[config.mk]
export PLATFORM = sky130hd
export DESIGN_NAME = pw_guard
export DESIGN_NICKNAME = d
export VERILOG_FILES = /design/src/rtl/pw_guard_pkg.sv /design/src/rtl/pw_secret_regs.sv /design/src/rtl/pw_matcher.sv /design/src/rtl/pw_retry_ctr.sv /design/src/rtl/pw_guard.sv
export SDC_FILE = /design/constraint.sdc
export NUM_CORES = 1
export LEC_CHECK = 0
export BUFFER_PORTS_ARGS = -buffer_cell sky130_fd_sc_hd__buf_4
export CORE_ASPECT_RATIO = 0.5
export CORE_MARGIN = 5
export CORE_UTILIZATION = 47
export CTS_CLUSTER_SIZE = 12
export DETAILED_ROUTE_END_ITERATION = 8
export GPL_ROUTABILITY_DRIVEN = 0
export PLACE_DENSITY = 0.79
export SLEW_MARGIN = 0
export SYNTH_ARGS = -nofsm -noshare
export SYNTH_HDL_FRONTEND = slang
export SYNTH_SLANG_ARGS = --single-unit
[constraint.sdc]
create_clock -name clk -period 2.8 [get_ports clk]
set_input_delay 0.28 -clock clk [delete_from_list [all_inputs] [get_ports clk]]
set_output_delay 0.28 -clock clk [all_outputs]
set_load 0.01 [all_outputs]
[src/rtl/pw_guard_pkg.sv]
package pw_guard_pkg;
  localparam logic OP_RD = 1'b0;
  localparam logic OP_WR = 1'b1;

  // pick the secret that guards the requested operation
  function automatic logic [63:0] pick_secret(input logic op,
                                              input logic [63:0] rd,
                                              input logic [63:0] wr);
    return (op == OP_WR) ? wr : rd;
  endfunction

  // tally after a failed attempt; wraps to zero when the limit is passed
  function automatic int unsigned tally_after_fail(input int unsigned cur,
                                                   input int unsigned lim);
    return (cur >= lim) ? 0 : cur + 1;
  endfunction
endpackage

[src/rtl/pw_secret_regs.sv]
module pw_secret_regs #(
  parameter int PW_W = 64
) (
  input  logic            clk,
  input  logic            rst_n,
  input  logic            clr_i,
  input  logic            ld_i,
  input  logic            ld_sel_i,
  input  logic [PW_W-1:0] ld_val_i,
  output logic [PW_W-1:0] rd_sec_o,
  output logic [PW_W-1:0] wr_sec_o
);
  always_ff @(posedge clk or negedge rst_n) begin
    if (!rst_n) begin
      rd_sec_o <= '0;
      wr_sec_o <= '0;
    end else if (clr_i) begin
      rd_sec_o <= '0;
      wr_sec_o <= '0;
    end else if (ld_i) begin
      if (ld_sel_i) wr_sec_o <= ld_val_i;
      else          rd_sec_o <= ld_val_i;
    end
  end
endmodule

[src/rtl/pw_matcher.sv]
module pw_matcher #(
  parameter int PW_W = 64
) (
  input  logic            op_i,
  input  logic [PW_W-1:0] cand_i,
  input  logic [PW_W-1:0] rd_sec_i,
  input  logic [PW_W-1:0] wr_sec_i,
  output logic            hit_o
);
  import pw_guard_pkg::*;
  logic [63:0] sel64;
  logic [63:0] cand64;
  always_comb begin
    sel64  = pick_secret(op_i, 64'(rd_sec_i), 64'(wr_sec_i));
    cand64 = 64'(cand_i);
    hit_o  = (sel64 == cand64);
  end
endmodule

[src/rtl/pw_retry_ctr.sv]
module pw_retry_ctr #(
  parameter int MAX_TRIES = 8,
  localparam int CNT_W = $clog2(MAX_TRIES + 1)
) (
  input  logic             clk,
  input  logic             rst_n,
  input  logic             pass_i,
  input  logic             fail_i,
  output logic             lock_ev_o,
  output logic [CNT_W-1:0] tries_o
);
  import pw_guard_pkg::*;
  logic [CNT_W-1:0] nxt_fail;
  always_comb begin
    nxt_fail  = CNT_W'(tally_after_fail(32'(tries_o), MAX_TRIES));
    lock_ev_o = fail_i && (tries_o == CNT_W'(MAX_TRIES));
  end

  always_ff @(posedge clk or negedge rst_n) begin
    if (!rst_n)      tries_o <= '0;
    else if (pass_i) tries_o <= '0;
    else if (fail_i) tries_o <= nxt_fail;
  end
endmodule

[src/rtl/pw_guard.sv]
module pw_guard #(
  parameter int PW_W = 64,
  parameter int MAX_TRIES = 8,
  localparam int CNT_W = $clog2(MAX_TRIES + 1)
) (
  input  logic             clk,
  input  logic             rst_n,
  input  logic             cmp_i,
  input  logic             op_i,
  input  logic [PW_W-1:0]  cand_i,
  input  logic             end_i,
  input  logic             chg_i,
  input  logic             chg_sel_i,
  input  logic [PW_W-1:0]  chg_val_i,
  output logic             grant_o,
  output logic             wipe_o,
  output logic [CNT_W-1:0] tries_o
);
  logic [PW_W-1:0] rd_sec, wr_sec;
  logic hit_w, pass_w, fail_w, lock_w, ld_w;
  logic gr_wr_q;

  assign pass_w = cmp_i && hit_w;
  assign fail_w = cmp_i && !hit_w;
  assign ld_w   = chg_i && !cmp_i && grant_o && gr_wr_q;

  pw_matcher #(.PW_W(PW_W)) u_match (
    .op_i(op_i), .cand_i(cand_i), .rd_sec_i(rd_sec), .wr_sec_i(wr_sec),
    .hit_o(hit_w)
  );

  pw_retry_ctr #(.MAX_TRIES(MAX_TRIES)) u_ctr (
    .clk(clk), .rst_n(rst_n), .pass_i(pass_w), .fail_i(fail_w),
    .lock_ev_o(lock_w), .tries_o(tries_o)
  );

  pw_secret_regs #(.PW_W(PW_W)) u_regs (
    .clk(clk), .rst_n(rst_n), .clr_i(lock_w), .ld_i(ld_w),
    .ld_sel_i(chg_sel_i), .ld_val_i(chg_val_i),
    .rd_sec_o(rd_sec), .wr_sec_o(wr_sec)
  );

  always_ff @(posedge clk or negedge rst_n) begin
    if (!rst_n) begin
      grant_o <= 1'b0;
      gr_wr_q <= 1'b0;
      wipe_o  <= 1'b0;
    end else begin
      wipe_o <= lock_w;
      if (cmp_i) begin
        grant_o <= hit_w;
        gr_wr_q <= op_i;
      end else if (end_i) begin
        grant_o <= 1'b0;
      end
    end
  end
endmodule

[Yosys cells after proc, flatten, opt, wreduce, memory -nomap -nowiden]
Cells that the tools add are included.
Storage, ports and cells
  bits in registers: 135
  input bits: 135
  output and inout bits: 6
  word-level logic and storage cells: 37
Cells by class
  add/subtract/negate cells: 1
  $lt $le $gt $ge: 1
  equality and inequality tests: 3
  multiplexer cells: 12
  reductions and logical operators: 14
Operator list (count)
  64-bit two-way mux: 7
  64-bit equality test: 1
  4-bit two-way mux: 3
  2-bit nonzero test: 4
  1-bit logical AND: 6
  4-bit by 1-bit adder with 4-bit output (second input constant): 1
  4-bit equality test (second input constant): 1
  4-bit >= comparator (second input constant): 1
  2-bit AND reduction: 2
  1-bit zero test: 2
  1-bit two-way mux: 2
  2-bit by 1-bit inequality test with 1-bit output (second input constant): 1

[Longest topological paths before layout]
Gate-level depths: netlist of run 1.
  depth after elaboration: 7
  depth in mapped cells: 11

[Hierarchy]
A second synthesis of run 1 with hierarchy kept.
Second synthesis, totals
  cells, all modules: 676
  area total of the unflattened synthesis: 7674.9 um^2
By module, submodules not included
  pw_secret_regs: instances 1, cells an instance 488, area an instance 5913.2 um^2
  pw_matcher: instances 1, cells an instance 156, area an instance 1398.8 um^2
  pw_retry_ctr: instances 1, cells an instance 23, area an instance 237.7 um^2
  pw_guard: instances 1, cells an instance 9, area an instance 125.1 um^2

[Least setup slack after synthesis of run 1]
OpenSTA, ideal clock, no wires.
  kind: input port to flip-flop
  start: in op_i
  end: reg u_regs.wr_sec_o[10]
  setup time: 0.078 ns
  data arrival time: 2.357 ns
  data required time: 2.722 ns
  path slack: 0.365 ns
  stages on the path: 11
  buffers on the path: 5
  cell sequence: buf_4 > buf_2 > mux2i_1 > xnor2_1 > nor4_1 > nand4_1 > or4_1 > clkbuf_1 > buf_4 > buf_6 > a21oi_1
Between the ends
  longest elaborated chain between the ends: 7
  elaborated cells between the ends (all ways): 9
  those cells by class: eq/ne: 1; mux: 2; reduce/logical: 6
RTL lines
  start: declaration: line pw_guard.sv:9  | input logic op_i,
  64-bit two-way mux (*): line pw_guard_pkg.sv:9  | return (op == OP_WR) ? wr : rd;
  64-bit equality test (*): line pw_matcher.sv:16  | hit_o = (sel64 == cand64);
  1-bit zero test (*): line pw_guard.sv:24  | assign fail_w = cmp_i && !hit_w;
  1-bit logical AND (*): line pw_guard.sv:24
  1-bit logical AND (*): line pw_retry_ctr.sv:16  | lock_ev_o = fail_i && (tries_o == CNT_W'(MAX_TRIES));
  2-bit nonzero test (no source line)
  2-bit AND reduction (no source line)
  end signal: assignment: line pw_secret_regs.sv:21  | if (ld_sel_i) wr_sec_o <= ld_val_i;
  end: declaration: line pw_secret_regs.sv:11  | output logic [PW_W-1:0] wr_sec_o
Every way passes the cells marked *; elsewhere a longest branch is shown, timed or not.
A chain may end at the register's enable or synchronous reset.

[Final worst setup path of run 1]
  start: reg u_regs.wr_sec_o[42]
  end: reg wipe_o
Between the ends
  longest elaborated chain between the ends: 5
RTL lines
  64-bit two-way mux: line pw_guard_pkg.sv:9
  64-bit equality test: line pw_matcher.sv:16
  1-bit zero test: line pw_guard.sv:24
  1-bit logical AND: line pw_guard.sv:24
  1-bit logical AND: line pw_retry_ctr.sv:16
  net lock_w: line pw_guard.sv:20  | logic hit_w, pass_w, fail_w, lock_w, ld_w;
  end signal: assignment: line pw_guard.sv:49  | wipe_o <= lock_w;
  end: declaration: line pw_guard.sv:16  | output logic wipe_o,
The timed path passes the listed nets, and every way through them passes these cells.

==> results.json, run 1 <==
{
  "outcome": "finished, final reports clean",
  "fill_cells": 1155,
  "switching_power_mw": 1.09,
  "tightest_slew_ns": 0.809,
  "antenna_found_initial": 0,
  "grt_usage": 0.215,
  "cts.path.max_buffers": 2,
  "hold_class": "in -> reg",
  "p_leak_nw": 4.56,
  "switching_share": 0.237,
  "layout.area.seq_mm2": 0.00338,
  "dp_hpwl_um": 13200,
  "crit_start": "u_regs.wr_sec_o[42]",
  "setup_ws_ns": 0.223,
  "total_power_mw": 4.61,
  "p_clk_frac": 0.464,
  "crit_type": "reg -> reg",
  "core_area_mm2": 0.0146,
  "grt_pass1_wl_um": 30100,
  "route.vias.total": 5317,
  "crit_path_max_incr_delay_ns": 0.63,
  "netlist_area_mm2": 0.00709,
  "seq_area_frac_synth": 0.476,
  "gr-total-overflow": 0,
  "cap_violations": 0,
  "end_kind": "flop",
  "clock.fmax_mhz": 388,
  "cts_made_buffers": 17,
  "p_seq_frac": 0.434,
  "postSynthNetCount": 754,
  "nets": 885,
  "period_minus_slack_ns": 2.58,
  "cts.sinks": 135,
  "r2r-end": "wipe_o",
  "rows": 31,
  "die_h_um": 96.9,
  "post_synth_num_cell_types": 23,
  "power_density_mw_per_mm2": 515,
  "die_w_um": 184,
  "clock_latency_ns": 0.41,
  "mostFrequentLayoutCells": "mux2i_1, buf_4, dfrtp_1",
  "post_drt_wl_per_cell_um": 20.0,
  "critPathLaunchType": "flop",
  "mostFrequentLayoutCell": "mux2i_1",
  "arrival_ns": 2.88,
  "reg2reg_depth": 7,
  "hold_violations": 0,
  "ios": 141,
  "slowest_stage": "or4_4",
  "clkTransAtPathRegs_ns": 0.06,
  "maxSlewViolCount": 0,
  "multi_input_area_mm2": 0.00343,
  "drc": 0,
  "place_area_mm2": 0.00838,
  "syn_inst": 617,
  "pre_cts_slack_ns": -0.230,
  "grt_setup_unrepaired": "false",
  "r2r-start": "u_regs.wr_sec_o[42]",
  "die-area_mm2": 0.0178,
  "finalSetupTns_ns": 0,
  "synth_top_area_frac": 0.476,
  "post_drt_via_cell_ratio": 5.55,
  "min_from": "cmp_i",
  "reg2reg_slack_ns": 0.22,
  "synth_largest_area_cell": "dfrtp_1",
  "whs_path_depth": 2,
  "dr.pass1.iters": 5,
  "layout-drive-gt1-share": 0.259,
  "synth_area_leaders": "dfrtp_1, mux2i_1, a21oi_1",
  "ir_drop_uv": 386,
  "path_cells": "mux2i_1 -> xnor2_1 -> nor4_1 -> nand4_1 -> or4_4 -> buf_4 -> and2_1",
  "avgSynthCellArea_um2": 11.5,
  "area_growth_pct": 26.3,
  "combPwrFrac": 0.102,
  "drtIter0Drc": 359,
  "initial_utilization": 0.485,
  "grt_pass1_vias": 5538,
  "min_to": "u_ctr.tries_o[2]",
  "slew_headroom": 0.460,
  "cts_setup_buffers": 0,
  "final_area_mm2": 0.00896,
  "ant_nets": 0,
  "finalSetupViolCount": 0,
  "diodes": 0,
  "grt_max_degree": 87,
  "clock_skew_ns": 0.00826,
  "cts_tree": "yes",
  "p_int_mw": 3.52,
  "worst_ep_required_time_ns": 3.10,
  "htreeDepth": 4,
  "wl_um": 19200,
  "numPortBuffers": 140,
  "ys_warn_count": 0,
  "synth_seq_cells": 135,
  "cp_max_fo": 21,
  "min_period_over_period": 0.920,
  "root_buffer": "clkbuf_16"
}
-- worst max-delay path, delay by kind of cell (launching register included) --
family / cells / cell delay, ns
flops: 1 / 0.38
xor+xnor: 1 / 0.16
buf+inv: 1 / 0.23
simple gates: 4 / 1.53
mux: 1 / 0.16
-- flip-flops by register name, summed over array words and instances, names as in the netlist --
register and cells:
grant_o 1, u_regs.wr_sec_o 64, wipe_o 1, u_regs.rd_sec_o 64, u_ctr.tries_o 4, gr_wr_q 1
-- through the flow --
step,cells,hold slack [ns],utilization
floorplan,617,-0.0156,-
global route,958,0.130,0.613
global placement,926,0.382,0.573
detailed placement,926,0.398,0.573
CTS,958,0.110,0.612
finish,958,0.123,0.613
-- kinds of logic after synthesis --
kind of cell,share of synthesized area
and+or+nand+nor,0.0291
DFF,0.476
adders and majority gates,0.00353
xor gates and xnor gates,0.0791
buffers and inverters,0.0425
AOI/OAI and AO/OA,0.0967
muxes,0.273
-- timing repair --
item                                    4_1_cts  5_1_grt
endpoints found under the hold margin        85        0
endpoints found under the setup margin        0        4
resized for setup                             0        1
hold buffers                                  1        0
-- layer usage --
layer	track usage	up-vias	share of wire
met1	0.286	2663	0.42
met3	0.0457	24	0.055
met5	0	-	0
li1	-	2496	-
met2	0.355	134	0.51
met4	0.0636	0	0.016
-- power by group through the flow --
stage | clock, mW | combinational [mW] | sequential, mW
2_1_floorplan | 0 | 0.152 | 2.04
3_3_place_gp | 0 | 0.462 | 2.03
3_5_place_dp | 0 | 0.471 | 2.03
4_1_cts | 2.16 | 0.475 | 2.00
5_1_grt | 2.26 | 0.513 | 2.00
6_report | 2.14 | 0.471 | 2.00
-- Yosys cell counts, drive strengths merged --
master   count
dfrtp      135
o22ai        2
inv          3
o21ai        2
a32oi        1
o2bb2ai      1
mux2         1
nor2b        1
nor4        17
xnor2       64
ha           2
nand2        3
and2         1
nand4        6
a21oi      129
or4          1
nor2         3
and4b        2
clkbuf      33
mux2i      192
buf         18
-- cell type report --
type                    count  area share
clock buffers              18      0.0479
repair buffers            163       0.148
clock inverters            13      0.0149
multi-input cells         428       0.383
flip-flops and latches    135       0.377
well taps                 198      0.0277
inverters                   3     0.00126
-- worst max-delay path by stage --
stage                                     end  slack, ns  cells past startpoint
after global routing      u_regs.rd_sec_o[15]       0.09                      7
after CTS                  u_regs.wr_sec_o[4]       0.11                      7
after floorplan           u_regs.wr_sec_o[10]       0.37                     11
final                                  wipe_o       0.22                      7
after global placement                 wipe_o      -0.20                      9
after detailed placement  u_regs.rd_sec_o[48]      -0.23                      9
No activity file was read; power rests on OpenSTA's default activity.
==> inputs of run 2 (changes only) <==
--- a/config.mk
+++ b/config.mk
@@ -5,6 +5,8 @@
 export SDC_FILE = /design/constraint.sdc
 export NUM_CORES = 1
 export LEC_CHECK = 0
+export ABC_AREA = 1
+export ABC_CLOCK_PERIOD_IN_PS = 2800
 export BUFFER_PORTS_ARGS = -buffer_cell sky130_fd_sc_hd__buf_4
 export CORE_ASPECT_RATIO = 0.5
 export CORE_MARGIN = 5
@@ -12,7 +14,8 @@
 export CTS_CLUSTER_SIZE = 12
 export DETAILED_ROUTE_END_ITERATION = 8
 export GPL_ROUTABILITY_DRIVEN = 0
-export PLACE_DENSITY = 0.79
+export PLACE_DENSITY = 0.78
+export REMOVE_ABC_BUFFERS = 1
 export SLEW_MARGIN = 0
 export SYNTH_ARGS = -nofsm -noshare
 export SYNTH_HDL_FRONTEND = slang
==> run 2 against run 1 <==
Against the previous run: die area rose by 10%; count of clock-buffer cells in the layout did not move; critical path depth rose by 7; worst setup slack improved by 0.37 ns; global-route usage rose by 0.87 points; sequential share of layout area fell by 2.8 points; register-to-register slack improved by 0.37 ns; largest cell class unchanged.
==> results.json, run 2 <==
{
  "outcome": "finished, final reports clean",
  "numPortBuffers": 140,
  "wl_um": 21200,
  "hold_class": "in -> reg",
  "hold_violations": 0,
  "drtIter0Drc": 518,
  "cts.path.max_buffers": 2,
  "slew_headroom": 0.453,
  "nets": 1402,
  "crit_family": "simple AND/OR/NAND/NOR gates",
  "power_density_mw_per_mm2": 502,
  "die-area_mm2": 0.0196,
  "cts.sinks": 135,
  "dp.cells": 1472,
  "crit_type": "reg -> reg",
  "cts_tree": "yes",
  "path_cells": "nand2_1 -> nand2_1 -> nand2_1 -> nand2_1 -> nor2_1 -> nand2_1 -> nor2_1 -> nand2_1 -> nor2_1 -> nand2_1 -> nand3_4 -> buf_12 -> nand3_1 -> nand2_1",
  "cts_made_buffers": 17,
  "grt_usage": 0.223,
  "layout.area.seq_mm2": 0.00338,
  "synth_area_leaders": "dfrtp_1, nand2_1, nand3_1",
  "die_w_um": 193,
  "root_buffer": "clkbuf_16",
  "synth_most_common_cell": "nand2_1",
  "post_synth_num_cell_types": 19,
  "clock_skew_ns": 0.0118,
  "grt_setup_unrepaired": "false",
  "grt_max_degree": 80,
  "cp_num_buf_inv": 1,
  "seq_area_frac_synth": 0.429,
  "dp_hpwl_um": 14000,
  "place_area_mm2": 0.00905,
  "post_drt_wl_per_cell_um": 14.1,
  "layout-drive-gt1-share": 0.153,
  "avgSynthCellArea_um2": 6.81,
  "ant_nets": 0,
  "mostFrequentLayoutCells": "nand2_1, nand3_1, buf_4",
  "crit_path_max_incr_delay_ns": 0.39,
  "synth_flop_cell": "dfrtp_1",
  "synth-edff-count": 0,
  "finalNonFillerCells": 1505,
  "multi_input_area_mm2": 0.00373,
  "finalSetupTns_ns": 0,
  "synth_largest_area_cell": "dfrtp_1",
  "initial_utilization": 0.480,
  "period_minus_slack_ns": 2.20,
  "mostFrequentLayoutCell": "nand2_1",
  "synth_seq_cells": 135,
  "grt_pass1_wl_um": 35600,
  "clock_latency_ns": 0.41,
  "finalSetupViolCount": 0,
  "p_leak_nw": 5.57,
  "cts_setup_buffers": 0,
  "drc": 0,
  "maxSlewViolCount": 0,
  "syn_inst": 1156,
  "timing.hold.ws_ns": 0.0999,
  "crit_path_frequent_cell": "nand2_1",
  "critPathLaunchType": "flop",
  "grt_pass1_vias": 7576,
  "route.vias.total": 7702,
  "diodes": 0,
  "arrival_ns": 2.55,
  "ir_drop_uv": 354,
  "htreeDepth": 4,
  "cp_max_fo": 79,
  "final_area_mm2": 0.00967,
  "min_period_over_period": 0.787,
  "synthArstFlopShare": 1.00,
  "tightest_slew_ns": 0.821,
  "cap_violations": 0,
  "dr.pass1.iters": 5,
  "largest_registers": "u_regs.rd_sec_o x64, u_regs.wr_sec_o x64, u_ctr.tries_o x4",
  "ios": 141,
  "clock.fmax_mhz": 454,
  "end_kind": "flop",
  "netlist_area_mm2": 0.00788,
  "post_drt_via_cell_ratio": 5.12,
  "die_h_um": 102,
  "synth_top_area_frac": 0.429,
  "rows": 33,
  "ys_warn_count": 0,
  "yosys-top-cells-count": "nand2_1, nand3_1, dfrtp_1",
  "core_area_mm2": 0.0164,
  "area_growth_pct": 22.8,
  "clkTransAtPathRegs_ns": 0.07,
  "fill_cells": 1554,
  "slowest_stage": "dfrtp_1",
  "worst_ep_required_time_ns": 3.14,
  "gr-total-overflow": 0,
  "antenna_found_initial": 0
}
==> run 2: changes by cell type in the layout (fill, tap and decap cells not counted), moves of 64 or more <==
cell / change
inv_1: +93
a21oi_1: -128
nand3_1: +300
xnor2_1: -64
mux2i_1: -192
nand2_1: +470
==> run 2: through the flow <==
step | setup slack (ns) | utilization | power [mW]
finish | 0.597 | 0.590 | 4.86
global route | 0.314 | 0.590 | 5.07
CTS | 0.593 | 0.590 | 4.89
detailed placement | 0.256 | 0.552 | 2.59
global placement | 0.280 | 0.552 | 2.58
floorplan | -1.79 | - | 2.25
==> run 2: cells by family after synthesis <==
| logic type | count (synthesis) | synth area share |
|---|---|---|
| simple gates | 842 | 0.461 |
| fa+ha+maj | 2 | 0.00318 |
| compound gates | 9 | 0.00667 |
| buf+inv | 168 | 0.100 |
| flops | 135 | 0.429 |
==> run 2: final timing paths <==
check	from	endpoint	slack [ns]	cells past startpoint
max in group asynchronous	rst_n	u_regs.wr_sec_o[15]	1.62	3
max	u_regs.wr_sec_o[37]	u_regs.wr_sec_o[8]	0.60	14
min reg2reg	u_regs.rd_sec_o[17]	u_regs.rd_sec_o[17]	0.50	2
min	chg_val_i[22]	u_regs.wr_sec_o[22]	0.1	3
max reg2reg	u_regs.wr_sec_o[37]	u_regs.wr_sec_o[8]	0.60	14
min in group asynchronous	rst_n	wipe_o	0.42	2
==> run 2: cell type report <==
type,count,share of cell area
well taps,227,0.0294
flip-flops and latches,135,0.349
clock buffers,18,0.0454
repair buffers,159,0.134
multi-input cells,853,0.386
clock inverters,14,0.0173
inverters,99,0.0384
==> run 2: metal layers <==
metal	wire, µm	track usage	vias to the layer above
met4	245	0.0620	0
li1	-	-	3892
met2	10700	0.391	160
met3	1030	0.0451	22
met5	0	0	-
met1	9200	0.286	3628
==> run 2: report_power, final <==
part           leakage (nW)  switching (mW)  internal [mW]  total (mW)
Clock                 0.292           0.935           1.36        2.30
Sequential             1.88          0.0250           1.97        2.00
Combinational          3.40           0.301          0.260       0.561
==> run 2: worst register-to-register path, delay by kind of cell, from the launching register on <==
family	cells	cell delay, ns
flops	1	0.39
simple gates	13	1.45
buf+inv	1	0.30
==> run 2: timing repair <==
item | in CTS | in global routing
hold endpoints to repair | 59 | 0
hold buffers | 1 | 0
gates resized for setup | 0 | 0
